==> config.mk <==
export PLATFORM = sky130hd
export DESIGN_NAME = rxaf_filter
export DESIGN_NICKNAME = d
export VERILOG_FILES = /design/src/rtl/rxaf_pkg.sv /design/src/rtl/rxaf_cfg_regs.sv /design/src/rtl/rxaf_cam.sv /design/src/rtl/rxaf_hash.sv /design/src/rtl/rxaf_filter.sv
export SDC_FILE = /design/constraint.sdc
export NUM_CORES = 2
export LEC_CHECK = 0
export BUFFER_PORTS_ARGS = -buffer_cell sky130_fd_sc_hd__buf_2
export CAP_MARGIN = 20
export CORE_AREA = 8 8 341 210
export CTS_CLUSTER_SIZE = 28
export DETAILED_ROUTE_END_ITERATION = 10
export DIE_AREA = 0 0 349 218
export SLEW_MARGIN = 20
export SYNTH_ARGS = -nofsm -noshare
export SYNTH_HDL_FRONTEND = slang
export SYNTH_HIERARCHICAL = 1
export SYNTH_SLANG_ARGS = --single-unit
==> constraint.sdc <==
create_clock -name clk -period 3 [get_ports clk]
set_input_delay 0.45 -clock clk [delete_from_list [all_inputs] [get_ports clk]]
set_output_delay 0.45 -clock clk [all_outputs]
set_load 0.005 [all_outputs]
==> src/rtl/rxaf_pkg.sv <==
package rxaf_pkg;

   // Verdict classification carried on dec_type
   typedef enum logic [2:0] {
      MT_REJECT  = 3'd0,
      MT_EXACT   = 3'd1,
      MT_HASH    = 3'd2,
      MT_BCAST   = 3'd3,
      MT_PROMISC = 3'd4
   } rxaf_match_e;

   // Mode register field positions
   localparam int MODE_COPY_ALL_BIT  = 0;
   localparam int MODE_HASH_EN_BIT   = 1;
   localparam int MODE_BCAST_DIS_BIT = 2;
   localparam int MODE_EXACT_EN_BIT  = 3;
   localparam int MODE_UCNT_LSB      = 4;

endpackage

==> src/rtl/rxaf_cfg_regs.sv <==
module rxaf_cfg_regs
   import rxaf_pkg::*;
#(
   parameter int NUM_ENTRIES = 8,
   parameter int ADDR_W      = 48,
   parameter int DATA_W      = 32,
   parameter int HASH_W      = 6,
   parameter int CFG_AW      = 5,
   parameter int CNT_W       = 4
) (
   input  logic                                  clk,
   input  logic                                  rst_n,
   input  logic                                  cfg_we,
   input  logic [CFG_AW-1:0]                     cfg_addr,
   input  logic [DATA_W-1:0]                     cfg_wdata,
   output logic [NUM_ENTRIES-1:0][ADDR_W-1:0]    ent_addr,
   output logic [NUM_ENTRIES-1:0]                ent_valid,
   output logic [(1<<HASH_W)-1:0]                hash_tbl,
   output logic                                  copy_all,
   output logic                                  hash_en,
   output logic                                  bcast_dis,
   output logic                                  exact_en,
   output logic [CNT_W-1:0]                      ucast_n
);

   localparam int HI_W       = ADDR_W - DATA_W;
   localparam int HASH_BITS  = 1 << HASH_W;
   localparam int HASH_WORDS = HASH_BITS / DATA_W;
   localparam int HASH_BASE  = 2 * NUM_ENTRIES;
   localparam int MODE_ADDR  = HASH_BASE + HASH_WORDS;

   if (HI_W <= 0 || HI_W > DATA_W) begin : g_bad_split
      $error("rxaf_cfg_regs: ADDR_W must lie in (DATA_W, 2*DATA_W]");
   end
   if (HASH_BITS % DATA_W != 0) begin : g_bad_hash
      $error("rxaf_cfg_regs: hash bitmap must be a whole number of words");
   end
   if (MODE_UCNT_LSB + CNT_W > DATA_W) begin : g_bad_mode
      $error("rxaf_cfg_regs: count field does not fit in a word");
   end

   // Address slots: low word, high word, and a valid flag set by the high word
   for (genvar gi = 0; gi < NUM_ENTRIES; gi++) begin : g_slot
      logic [DATA_W-1:0] lo_q;
      logic [HI_W-1:0]   hi_q;
      logic              vld_q;
      wire               wr_lo = cfg_we && (cfg_addr == CFG_AW'(2*gi));
      wire               wr_hi = cfg_we && (cfg_addr == CFG_AW'(2*gi + 1));

      always_ff @(posedge clk) begin
         if (!rst_n) begin
            lo_q  <= '0;
            hi_q  <= '0;
            vld_q <= 1'b0;
         end else begin
            if (wr_lo) lo_q <= cfg_wdata;
            if (wr_hi) begin
               hi_q  <= cfg_wdata[HI_W-1:0];
               vld_q <= 1'b1;
            end
         end
      end

      assign ent_addr[gi]  = {hi_q, lo_q};
      assign ent_valid[gi] = vld_q;
   end

   // Hash bitmap words
   for (genvar gw = 0; gw < HASH_WORDS; gw++) begin : g_hword
      logic [DATA_W-1:0] word_q;
      always_ff @(posedge clk) begin
         if (!rst_n)
            word_q <= '0;
         else if (cfg_we && cfg_addr == CFG_AW'(HASH_BASE + gw))
            word_q <= cfg_wdata;
      end
      assign hash_tbl[gw*DATA_W +: DATA_W] = word_q;
   end

   // Mode register with a saturating unicast count
   logic [CNT_W-1:0] ucnt_wr;
   assign ucnt_wr = cfg_wdata[MODE_UCNT_LSB +: CNT_W];

   always_ff @(posedge clk) begin
      if (!rst_n) begin
         copy_all  <= 1'b0;
         hash_en   <= 1'b0;
         bcast_dis <= 1'b0;
         exact_en  <= 1'b1;
         ucast_n   <= CNT_W'(1);
      end else if (cfg_we && cfg_addr == CFG_AW'(MODE_ADDR)) begin
         copy_all  <= cfg_wdata[MODE_COPY_ALL_BIT];
         hash_en   <= cfg_wdata[MODE_HASH_EN_BIT];
         bcast_dis <= cfg_wdata[MODE_BCAST_DIS_BIT];
         exact_en  <= cfg_wdata[MODE_EXACT_EN_BIT];
         ucast_n   <= (ucnt_wr > CNT_W'(NUM_ENTRIES)) ? CNT_W'(NUM_ENTRIES) : ucnt_wr;
      end
   end

   AST_N_LIMIT: assert property (@(posedge clk) disable iff (!rst_n)
      ucast_n <= CNT_W'(NUM_ENTRIES));

   AST_MODE_HOLD: assert property (@(posedge clk) disable iff (!rst_n)
      !(cfg_we && cfg_addr == CFG_AW'(MODE_ADDR)) |=> $stable(ucast_n) && $stable(exact_en));

endmodule

==> src/rtl/rxaf_cam.sv <==
module rxaf_cam #(
   parameter int NUM_ENTRIES = 8,
   parameter int ADDR_W      = 48,
   parameter int CNT_W       = 4,
   parameter int IDX_W       = 3
) (
   input  logic [NUM_ENTRIES-1:0][ADDR_W-1:0] ent_addr,
   input  logic [NUM_ENTRIES-1:0]             ent_valid,
   input  logic [CNT_W-1:0]                   ucast_n,
   input  logic                               exact_en,
   input  logic [ADDR_W-1:0]                  da,
   output logic                               hit,
   output logic [IDX_W-1:0]                   hit_idx
);

   if ((1 << IDX_W) < NUM_ENTRIES) begin : g_bad_idx
      $error("rxaf_cam: IDX_W too narrow for NUM_ENTRIES");
   end

   logic                   is_mcast;
   logic [NUM_ENTRIES-1:0] hit_vec;

   assign is_mcast = da[0];

   // Each slot hits only inside its own partition of the bank
   for (genvar gi = 0; gi < NUM_ENTRIES; gi++) begin : g_cmp
      logic in_ucast_part;
      assign in_ucast_part = (CNT_W'(gi) < ucast_n);
      assign hit_vec[gi]   = ent_valid[gi] && (ent_addr[gi] == da) &&
                             (is_mcast ? !in_ucast_part : in_ucast_part);
   end

   // Lowest slot number wins
   always_comb begin
      hit_idx = '0;
      for (int i = NUM_ENTRIES - 1; i >= 0; i--) begin
         if (hit_vec[i]) hit_idx = IDX_W'(i);
      end
   end

   assign hit = exact_en && (|hit_vec);

endmodule

==> src/rtl/rxaf_hash.sv <==
module rxaf_hash #(
   parameter int ADDR_W = 48,
   parameter int HASH_W = 6
) (
   input  logic [ADDR_W-1:0]        da,
   input  logic [(1<<HASH_W)-1:0]   hash_tbl,
   output logic [HASH_W-1:0]        hash_idx,
   output logic                     hash_hit
);

   if (HASH_W < 1 || HASH_W > 8) begin : g_bad_hw
      $error("rxaf_hash: HASH_W out of supported range");
   end

   // Fold: address bit k lands on hash bit (k mod HASH_W)
   always_comb begin
      hash_idx = '0;
      for (int k = 0; k < ADDR_W; k++) begin
         hash_idx[k % HASH_W] = hash_idx[k % HASH_W] ^ da[k];
      end
   end

   assign hash_hit = hash_tbl[hash_idx];

endmodule

==> src/rtl/rxaf_filter.sv <==
module rxaf_filter
   import rxaf_pkg::*;
#(
   parameter int NUM_ENTRIES = 8,
   parameter int ADDR_W      = 48,
   parameter int DATA_W      = 32,
   parameter int HASH_W      = 6,
   localparam int IDX_W      = (NUM_ENTRIES > 1) ? $clog2(NUM_ENTRIES) : 1,
   localparam int CNT_W      = $clog2(NUM_ENTRIES + 1),
   localparam int CFG_AW     = $clog2(2*NUM_ENTRIES + (1<<HASH_W)/DATA_W + 1)
) (
   input  logic              clk,
   input  logic              rst_n,
   input  logic              cfg_we,
   input  logic [CFG_AW-1:0] cfg_addr,
   input  logic [DATA_W-1:0] cfg_wdata,
   input  logic              rx_valid,
   input  logic [ADDR_W-1:0] rx_da,
   output logic              dec_valid,
   output logic              dec_accept,
   output logic [2:0]        dec_type,
   output logic [IDX_W-1:0]  dec_index
);

   if (NUM_ENTRIES < 1 || NUM_ENTRIES > 64) begin : g_bad_n
      $error("rxaf_filter: NUM_ENTRIES out of range");
   end

   logic [NUM_ENTRIES-1:0][ADDR_W-1:0] ent_addr;
   logic [NUM_ENTRIES-1:0]             ent_valid;
   logic [(1<<HASH_W)-1:0]             hash_tbl;
   logic                               copy_all, hash_en, bcast_dis, exact_en;
   logic [CNT_W-1:0]                   ucast_n;
   logic                               cam_hit;
   logic [IDX_W-1:0]                   cam_idx;
   logic [HASH_W-1:0]                  hash_idx;
   logic                               hash_hit;

   rxaf_cfg_regs #(
      .NUM_ENTRIES(NUM_ENTRIES), .ADDR_W(ADDR_W), .DATA_W(DATA_W),
      .HASH_W(HASH_W), .CFG_AW(CFG_AW), .CNT_W(CNT_W)
   ) u_cfg (
      .clk(clk), .rst_n(rst_n), .cfg_we(cfg_we), .cfg_addr(cfg_addr),
      .cfg_wdata(cfg_wdata), .ent_addr(ent_addr), .ent_valid(ent_valid),
      .hash_tbl(hash_tbl), .copy_all(copy_all), .hash_en(hash_en),
      .bcast_dis(bcast_dis), .exact_en(exact_en), .ucast_n(ucast_n)
   );

   rxaf_cam #(
      .NUM_ENTRIES(NUM_ENTRIES), .ADDR_W(ADDR_W), .CNT_W(CNT_W), .IDX_W(IDX_W)
   ) u_cam (
      .ent_addr(ent_addr), .ent_valid(ent_valid), .ucast_n(ucast_n),
      .exact_en(exact_en), .da(rx_da), .hit(cam_hit), .hit_idx(cam_idx)
   );

   rxaf_hash #(
      .ADDR_W(ADDR_W), .HASH_W(HASH_W)
   ) u_hash (
      .da(rx_da), .hash_tbl(hash_tbl), .hash_idx(hash_idx), .hash_hit(hash_hit)
   );

   // Priority: accept-all, broadcast, exact slot, multicast hash, reject
   rxaf_match_e      nxt_type;
   logic [IDX_W-1:0] nxt_idx;
   logic             is_bcast;

   assign is_bcast = &rx_da;

   always_comb begin
      nxt_type = MT_REJECT;
      nxt_idx  = '0;
      if (copy_all) begin
         nxt_type = MT_PROMISC;
      end else if (is_bcast) begin
         if (!bcast_dis) nxt_type = MT_BCAST;
      end else if (cam_hit) begin
         nxt_type = MT_EXACT;
         nxt_idx  = cam_idx;
      end else if (rx_da[0] && hash_en && hash_hit) begin
         nxt_type = MT_HASH;
      end
   end

   rxaf_match_e type_q;

   always_ff @(posedge clk) begin
      if (!rst_n) begin
         dec_valid  <= 1'b0;
         dec_accept <= 1'b0;
         type_q     <= MT_REJECT;
         dec_index  <= '0;
      end else begin
         dec_valid <= rx_valid;
         if (rx_valid) begin
            type_q     <= nxt_type;
            dec_accept <= (nxt_type != MT_REJECT);
            dec_index  <= nxt_idx;
         end
      end
   end

   assign dec_type = type_q;

   AST_VALID_LATENCY: assert property (@(posedge clk) disable iff (!rst_n)
      rx_valid |=> dec_valid);

   AST_NO_SPURIOUS: assert property (@(posedge clk) disable iff (!rst_n)
      !rx_valid |=> !dec_valid);

   AST_PROMISC_ACCEPT: assert property (@(posedge clk) disable iff (!rst_n)
      rx_valid && copy_all |=> dec_accept && dec_type == MT_PROMISC);

   AST_BCAST_BLOCK: assert property (@(posedge clk) disable iff (!rst_n)
      rx_valid && !copy_all && (&rx_da) && bcast_dis |=> !dec_accept);

   AST_EXACT_GATED: assert property (@(posedge clk) disable iff (!rst_n)
      rx_valid && !copy_all && !exact_en |=> dec_type != MT_EXACT);

   AST_HASH_MCAST_ONLY: assert property (@(posedge clk) disable iff (!rst_n)
      rx_valid && !rx_da[0] |=> dec_type != MT_HASH);

endmodule

---- Word level (Yosys, flattened, before mapping) ----
Cells that the tools add are included.
operators by class
  $lt $le $gt $ge ......................... 10
  equal/unequal tests ..................... 26
  bitwise logic cells ..................... 42
  reductions and logical operators ........ 50
  multiplexer cells ....................... 27
operator list
  cell                                                                  number
  48-bit == test                                                        8
  48-bit AND reduction                                                  1
  1-bit XOR                                                             42
  5-bit by 4-bit == test with 1-bit output, second input constant       8
  3-bit 2-to-1 mux                                                      13
  1-bit logical AND                                                     38
  5-bit by 3-bit == test with 1-bit output, second input constant       4
  3-bit by 4-bit < comparator with 1-bit output, first input constant   4
  5-bit == test, second input constant                                  3
  5-bit by 2-bit == test with 1-bit output, second input constant       2
  1-bit 2-to-1 mux                                                      9
  1-bit logical NOT                                                     8
  1-bit by 4-bit < comparator with 1-bit output, first input constant   2
  2-bit by 4-bit < comparator with 1-bit output, first input constant   2
  8-bit OR reduction                                                    1
  6-bit by 7-bit < comparator with 1-bit output, second input constant  1
  1-bit binary-select mux with 6-bit select                             1
  2-bit 2-to-1 mux                                                      3
  5-bit by 1-bit == test with 1-bit output, second input constant       1
  5-bit logical NOT                                                     1
  4-bit > comparator, second input constant                             1
  4-bit 2-to-1 mux                                                      1
  3-bit nonzero test                                                    1
storage, ports and cells
  flip-flop bits (word level) ............. 472
  output and inout bits ................... 8

---- Longest topological paths before layout ----
  depth after elaboration ................. 15
  mapped depth ............................ 13

---- Cells and area by module ----
Netlist, hierarchy kept.
by module, submodules not included
  module         cells each  area each (µm²)  instances
  rxaf_cfg_regs  1580        16769.8          1
  rxaf_cam       649         4825.9           1
  rxaf_hash      75          1006.0           1
  rxaf_filter    48          489.2            1

---- Least setup slack after synthesis ----
OpenSTA, ideal clock, no wires.
  path type ............................... input-to-reg
  start ................................... input rx_da[37]
  end ..................................... register dec_accept
  stages .................................. 13
  setup time .............................. 133 ps
  buffers on the path ..................... 1
  required time ........................... 2867 ps
  path slack .............................. 185 ps
  arrival ................................. 2682 ps
  cell sequence ........................... xor2_1 -> xnor2_1 -> xnor2_2 -> buf_6 -> mux4_1 -> mux2i_1 -> mux2i_1 -> mux2i_1 -> mux2i_1 -> nand3_1 -> nand3_1 -> a31oi_1 -> a311oi_2
between the ends
  cells in the longest elaborated chain, start to end .. 10
  elaborated cells on any way between the ends .. 37
  classes of those cells .................. eq/ne (8); mux (6); bitwise (2); reduce/logical (21)
ends and longest elaborated chain
  item                                       line               RTL
  from (decl)                                rxaf_filter.sv:18  input logic [ADDR_W-1:0] rx_da,
  1-bit XOR (2 in series)                    rxaf_hash.sv:19    hash_idx[k % HASH_W] = hash_idx[k % HASH_W] ^ da[k];
  via hash_idx[1]                            rxaf_filter.sv:36  logic [HASH_W-1:0] hash_idx;
  1-bit binary-select mux with 6-bit select  rxaf_hash.sv:23    assign hash_hit = hash_tbl[hash_idx];
  1-bit 2-to-1 mux (implied by the code)     rxaf_hash.sv:23
  via hash_hit                               rxaf_filter.sv:37  logic hash_hit;
  1-bit logical AND                          rxaf_filter.sv:79  end else if (rx_da[0] && hash_en && hash_hit) begin
  2-bit 2-to-1 mux                           rxaf_filter.sv:79
  2-bit 2-to-1 mux                           rxaf_filter.sv:76  end else if (cam_hit) begin
  3-bit 2-to-1 mux                           rxaf_filter.sv:74  end else if (is_bcast) begin
  3-bit 2-to-1 mux                           rxaf_filter.sv:72  if (copy_all) begin
  3-bit nonzero test                         rxaf_filter.sv:96  dec_accept <= (nxt_type != MT_REJECT);
  to (signal assigned)                       rxaf_filter.sv:96
  to (decl)                                  rxaf_filter.sv:20  output logic dec_accept,
The timed path passes the listed nets, and every way through them passes these cells. The select of a mux whose other input is x is not followed.
A chain may end at the register's enable or synchronous reset.

---- Final worst setup path ----
  start ................................... input rx_da[7]
  end ..................................... register dec_accept
between the ends
  cells in the longest elaborated chain, start to end .. 15
  elaborated cells on any way between the ends .. 42
  classes of those cells .................. eq/ne (8); mux (6); bitwise (7); reduce/logical (21)
ends and longest elaborated chain
  item                                       line
  1-bit XOR (7 in series)                    rxaf_hash.sv:19
  via hash_idx[1]                            rxaf_filter.sv:36
  1-bit binary-select mux with 6-bit select  rxaf_hash.sv:23
  1-bit 2-to-1 mux (implied by the code)     rxaf_hash.sv:23
  via hash_hit                               rxaf_filter.sv:37
  1-bit logical AND                          rxaf_filter.sv:79
  2-bit 2-to-1 mux                           rxaf_filter.sv:79
  2-bit 2-to-1 mux                           rxaf_filter.sv:76
  3-bit 2-to-1 mux                           rxaf_filter.sv:74
  3-bit 2-to-1 mux                           rxaf_filter.sv:72
  3-bit nonzero test                         rxaf_filter.sv:96
The timed path passes the listed nets, and every way through them passes these cells. The select of a mux whose other input is x is not followed.

==> flow_metrics.env <==
export IMPL_power_switching_uw=3930
export IMPL_mappedNetlistNets=2441
export IMPL_worst_setup_path_end_kind="flop"
export IMPL_rrSetupSlack_ns=0.11
export IMPL_top_level_ports=97
export IMPL_cts_hold_fix_buffers=0
export IMPL_synthesis_area_per_instance_sq_um=9.82
export IMPL_number_of_standard_cells_after_synthesis=2352
export IMPL_finalWorstPathRequiredPeriod_ns=2.93
export IMPL_max_slew_margin_rel=0.329
export IMPL_floorplan_core_area_sq_um=66900
export IMPL_design_die_area_sq_um=76100
export IMPL_timing_final_hold_violations=0
export IMPL_gr_total_overflow=0
export IMPL_antenna_found_initial=3
export IMPL_drcViolationCount=0
export IMPL_route_antenna_remaining_nets=0
export IMPL_antenna_cells_inserted=0
export IMPL_max_vdd_ir_drop_mv=0.392
export IMPL_most_numerous_cell_in_the_yosys_netlist="nand2_1"
export IMPL_drt_initial_drc_count=2725
export IMPL_layout_area_overhead_vs_synth_pct=18.5
export IMPL_gpl_final_weighted_congestion=0.976
export IMPL_synth_top_area_frac=0.409
export IMPL_min_path_type="in2reg"
export IMPL_p_sw_frac=0.276
export IMPL_cellLeakagePower_uw=0.0123
export IMPL_critical_path_class="in2reg"
export IMPL_worst_path_max_fanout=12
export IMPL_combinationalPowerShare=0.144
export IMPL_max_cap_violations=0
export IMPL_setup_total_negative_slack_ns=0
export IMPL_slew_violations=0
export IMPL_max_slew_worst_pin_slew_ns=1.01
export IMPL_first_pass_iters=8
export IMPL_post_synthesis_register_bit_count=472
export IMPL_htreeDepth=2
export IMPL_grt_pass1_wl_microns=135000
export IMPL_post_layout_nonfiller_instances=3491
export IMPL_power_density_cell_area_nw_per_um2=521
export IMPL_number_of_unique_standard_cell_types_used_by_synthesis=72
export IMPL_placed_cells_incl_taps=3411
export IMPL_synth_seq_area_share=0.409
export IMPL_die_height_microns=218
export IMPL_report_final_setup_viol=0
export IMPL_clock_skew_ns=0.0222
export IMPL_numCtsBuffers=45
export IMPL_postSynth_topFlopCell="dfxtp_1"
export IMPL_drt_total_wl_microns=96100
export IMPL_clock_sinks=472
export IMPL_outcome="finished clean"
export IMPL_globalRouteTotalUtil=0.243
export IMPL_timing_final_crit_share=0.976
export IMPL_hold_start="cfg_wdata[5]"
export IMPL_power_frac_seq=0.445
export IMPL_die_width_microns=349
export IMPL_fill_cells=6452
export IMPL_tritoncts="built"
export IMPL_power_frac_clock=0.411
export IMPL_nets=2635
export IMPL_syn_area_sq_um=23100
export IMPL_whs_endpoint="u_cfg/ucast_n[1]"
export IMPL_post_synth_most_frequent_cells="nand2_1, dfxtp_1, mux2i_1, xnor2_1, xor2_1"
export IMPL_yosysWarningCount=6
export IMPL_worstPathArrival_ns=3.38
export IMPL_cts_root_to_sink_buffers=3
export IMPL_portBuffers=96
export IMPL_r2r_start="u_cfg/ucast_n[2]"
export IMPL_route_detailed_wl_per_inst_microns=27.5
export IMPL_worst_endpoint_required_ns=3.46
export IMPL_hold_depth=3
export IMPL_cp_start_kind="input pin"
export IMPL_critical_path_reg2reg_endpoint="dec_accept"
export IMPL_grt_max_degree=136
export IMPL_vias_per_cell=5.47
export IMPL_intPower_uw=10300
export IMPL_start_util=0.345
export IMPL_cts_root_buf="clkbuf_16"
export IMPL_fraction_of_layout_cells_with_a_size_suffix_above_1=0.171
export IMPL_total_via_count_in_the_routed_design=19091
export IMPL_largest_area_contributor_in_the_netlist="dfxtp_1"
export IMPL_yosys_top_cells_area="dfxtp_1, mux2i_1, xnor2_1"
export IMPL_worstRegToRegCells=11
export IMPL_cts_reportedPaths_clkPinSlew_ns=0.06
export IMPL_ys_async_sr_fraction=0
export IMPL_number_of_global_route_vias_before_repair=18032
export IMPL_clock_latency_ns=0.60
export IMPL_max_clock_freq_ghz=0.342
export IMPL_place_detailed_hpwl_microns=66500
export IMPL_synth_edf_count=0
export IMPL_rows=74
## worst max-delay path by stage
stage                   start          to  cells after the start
global placement    rx_da[13]  dec_accept                     15
floorplan           rx_da[37]  dec_accept                     13
detailed placement  rx_da[13]  dec_accept                     16
CTS                 rx_da[13]  dec_accept                     16
finish               rx_da[7]  dec_accept                     16
global route         rx_da[1]  dec_accept                     16
## worst max-delay path, cell delays in order
cell      delay (ns)
buf_2           0.12
xnor2_2         0.15
xnor2_2         0.26
buf_4           0.20
xnor2_4         0.14
buf_12          0.19
buf_4           0.14
mux4_1          0.56
mux2i_2         0.21
mux2i_1         0.12
mux2i_1         0.17
mux2i_2         0.14
nand3_1         0.17
nand3_1         0.09
a31oi_1         0.19
a311oi_2        0.07
## registers in the layout, summed over array words and instances (netlist names)
name                  count
dec_accept                1
dec_index                 3
dec_type                  3
dec_valid                 1
u_cfg/bcast_dis           1
u_cfg/copy_all            1
u_cfg/exact_en            1
u_cfg/g_hword.word_q     64
u_cfg/g_slot.hi_q       128
u_cfg/g_slot.lo_q       256
u_cfg/g_slot.vld_q        8
u_cfg/hash_en             1
u_cfg/ucast_n             4
## cells in the final DEF, fill, tap and decap left out, types with 4 or more instances in the layout
| master | count |
|---|---|
| nand2b_1 | 16 |
| o22ai_1 | 9 |
| clkbuf_8 | 4 |
| clkbuf_1 | 16 |
| or4_1 | 4 |
| xnor2_2 | 6 |
| buf_4 | 198 |
| nor4_1 | 47 |
| xnor2_1 | 219 |
| o2111ai_1 | 6 |
| nand2_2 | 11 |
| nor2_1 | 13 |
| nand3b_1 | 6 |
| nand2_1 | 496 |
| bufinv_16 | 4 |
| inv_1 | 35 |
| nand3_1 | 8 |
| o21ai_0 | 9 |
| nor3_1 | 6 |
| nor2b_1 | 12 |
| mux4_1 | 16 |
| clkbuf_16 | 45 |
| clkinv_2 | 7 |
| o2bb2ai_1 | 4 |
| buf_2 | 95 |
| a21oi_1 | 10 |
| buf_12 | 33 |
| o21a_1 | 6 |
| dfxtp_1 | 471 |
| xor2_1 | 150 |
| nand4_1 | 68 |
| nor4_4 | 4 |
| mux2i_1 | 469 |
## cells by family after synthesis
kind of cell           share of synthesized area
flip-flops                                 0.409
multiplexers                               0.222
AO/OA/AOI/OAI                             0.0268
buffers and inverters                     0.0505
AND/OR/NAND/NOR                            0.145
XOR/XNOR                                   0.146
## per-layer routing
metal,vias to the layer above,global-route usage,wire [microns]
met2,1136,0.319,36000
met1,9473,0.375,44900
met3,147,0.0743,12900
met4,0,0.0580,2400
met5,-,0,0
li1,8335,-,-
## stage by stage
stage          hold slack (ns)  worst slack (ns)  total power, uW  cell area, sq um   util
2_1_floorplan            0.434             0.185             7430             23100      -
4_1_cts                  0.139           0.00361            14200             27300  0.408
3_5_place_dp             0.449            -0.573             8450             25900  0.386
6_report                 0.165            0.0734            14300             27400  0.409
3_3_place_gp             0.441            -0.613             8440             25900  0.386
5_1_grt                  0.162          -0.00514            14600             27400  0.409
## layout make-up
class / count / area (sq um) / share of cell area
clock inverters: 15 / 204 / 0.00745
well taps: 912 / 1140 / 0.0417
multi-input cells: 1663 / 12600 / 0.459
flip-flops and latches: 472 / 9450 / 0.345
inverters: 37 / 139 / 0.00507
repair buffers: 327 / 2640 / 0.0964
clock buffers: 65 / 1240 / 0.0453
## power by group through the flow
stage          clock network (uW)  logic [uW]  registers (uW)
3_5_place_dp                    0        1960            6490
5_1_grt                      6200        2090            6350
4_1_cts                      5910        1970            6340
2_1_floorplan                   0         954            6480
3_3_place_gp                    0        1950            6480
6_report                     5870        2060            6340
## timing repair
item / CTS / global route
setup buffers: 0 / 0
endpoints found under the hold margin: 0 / 0
setup endpoints to repair: 5 / 6
pin swaps: 0 / 3
resized for setup: 2 / 10
No activity file was read; power rests on OpenSTA's default activity.
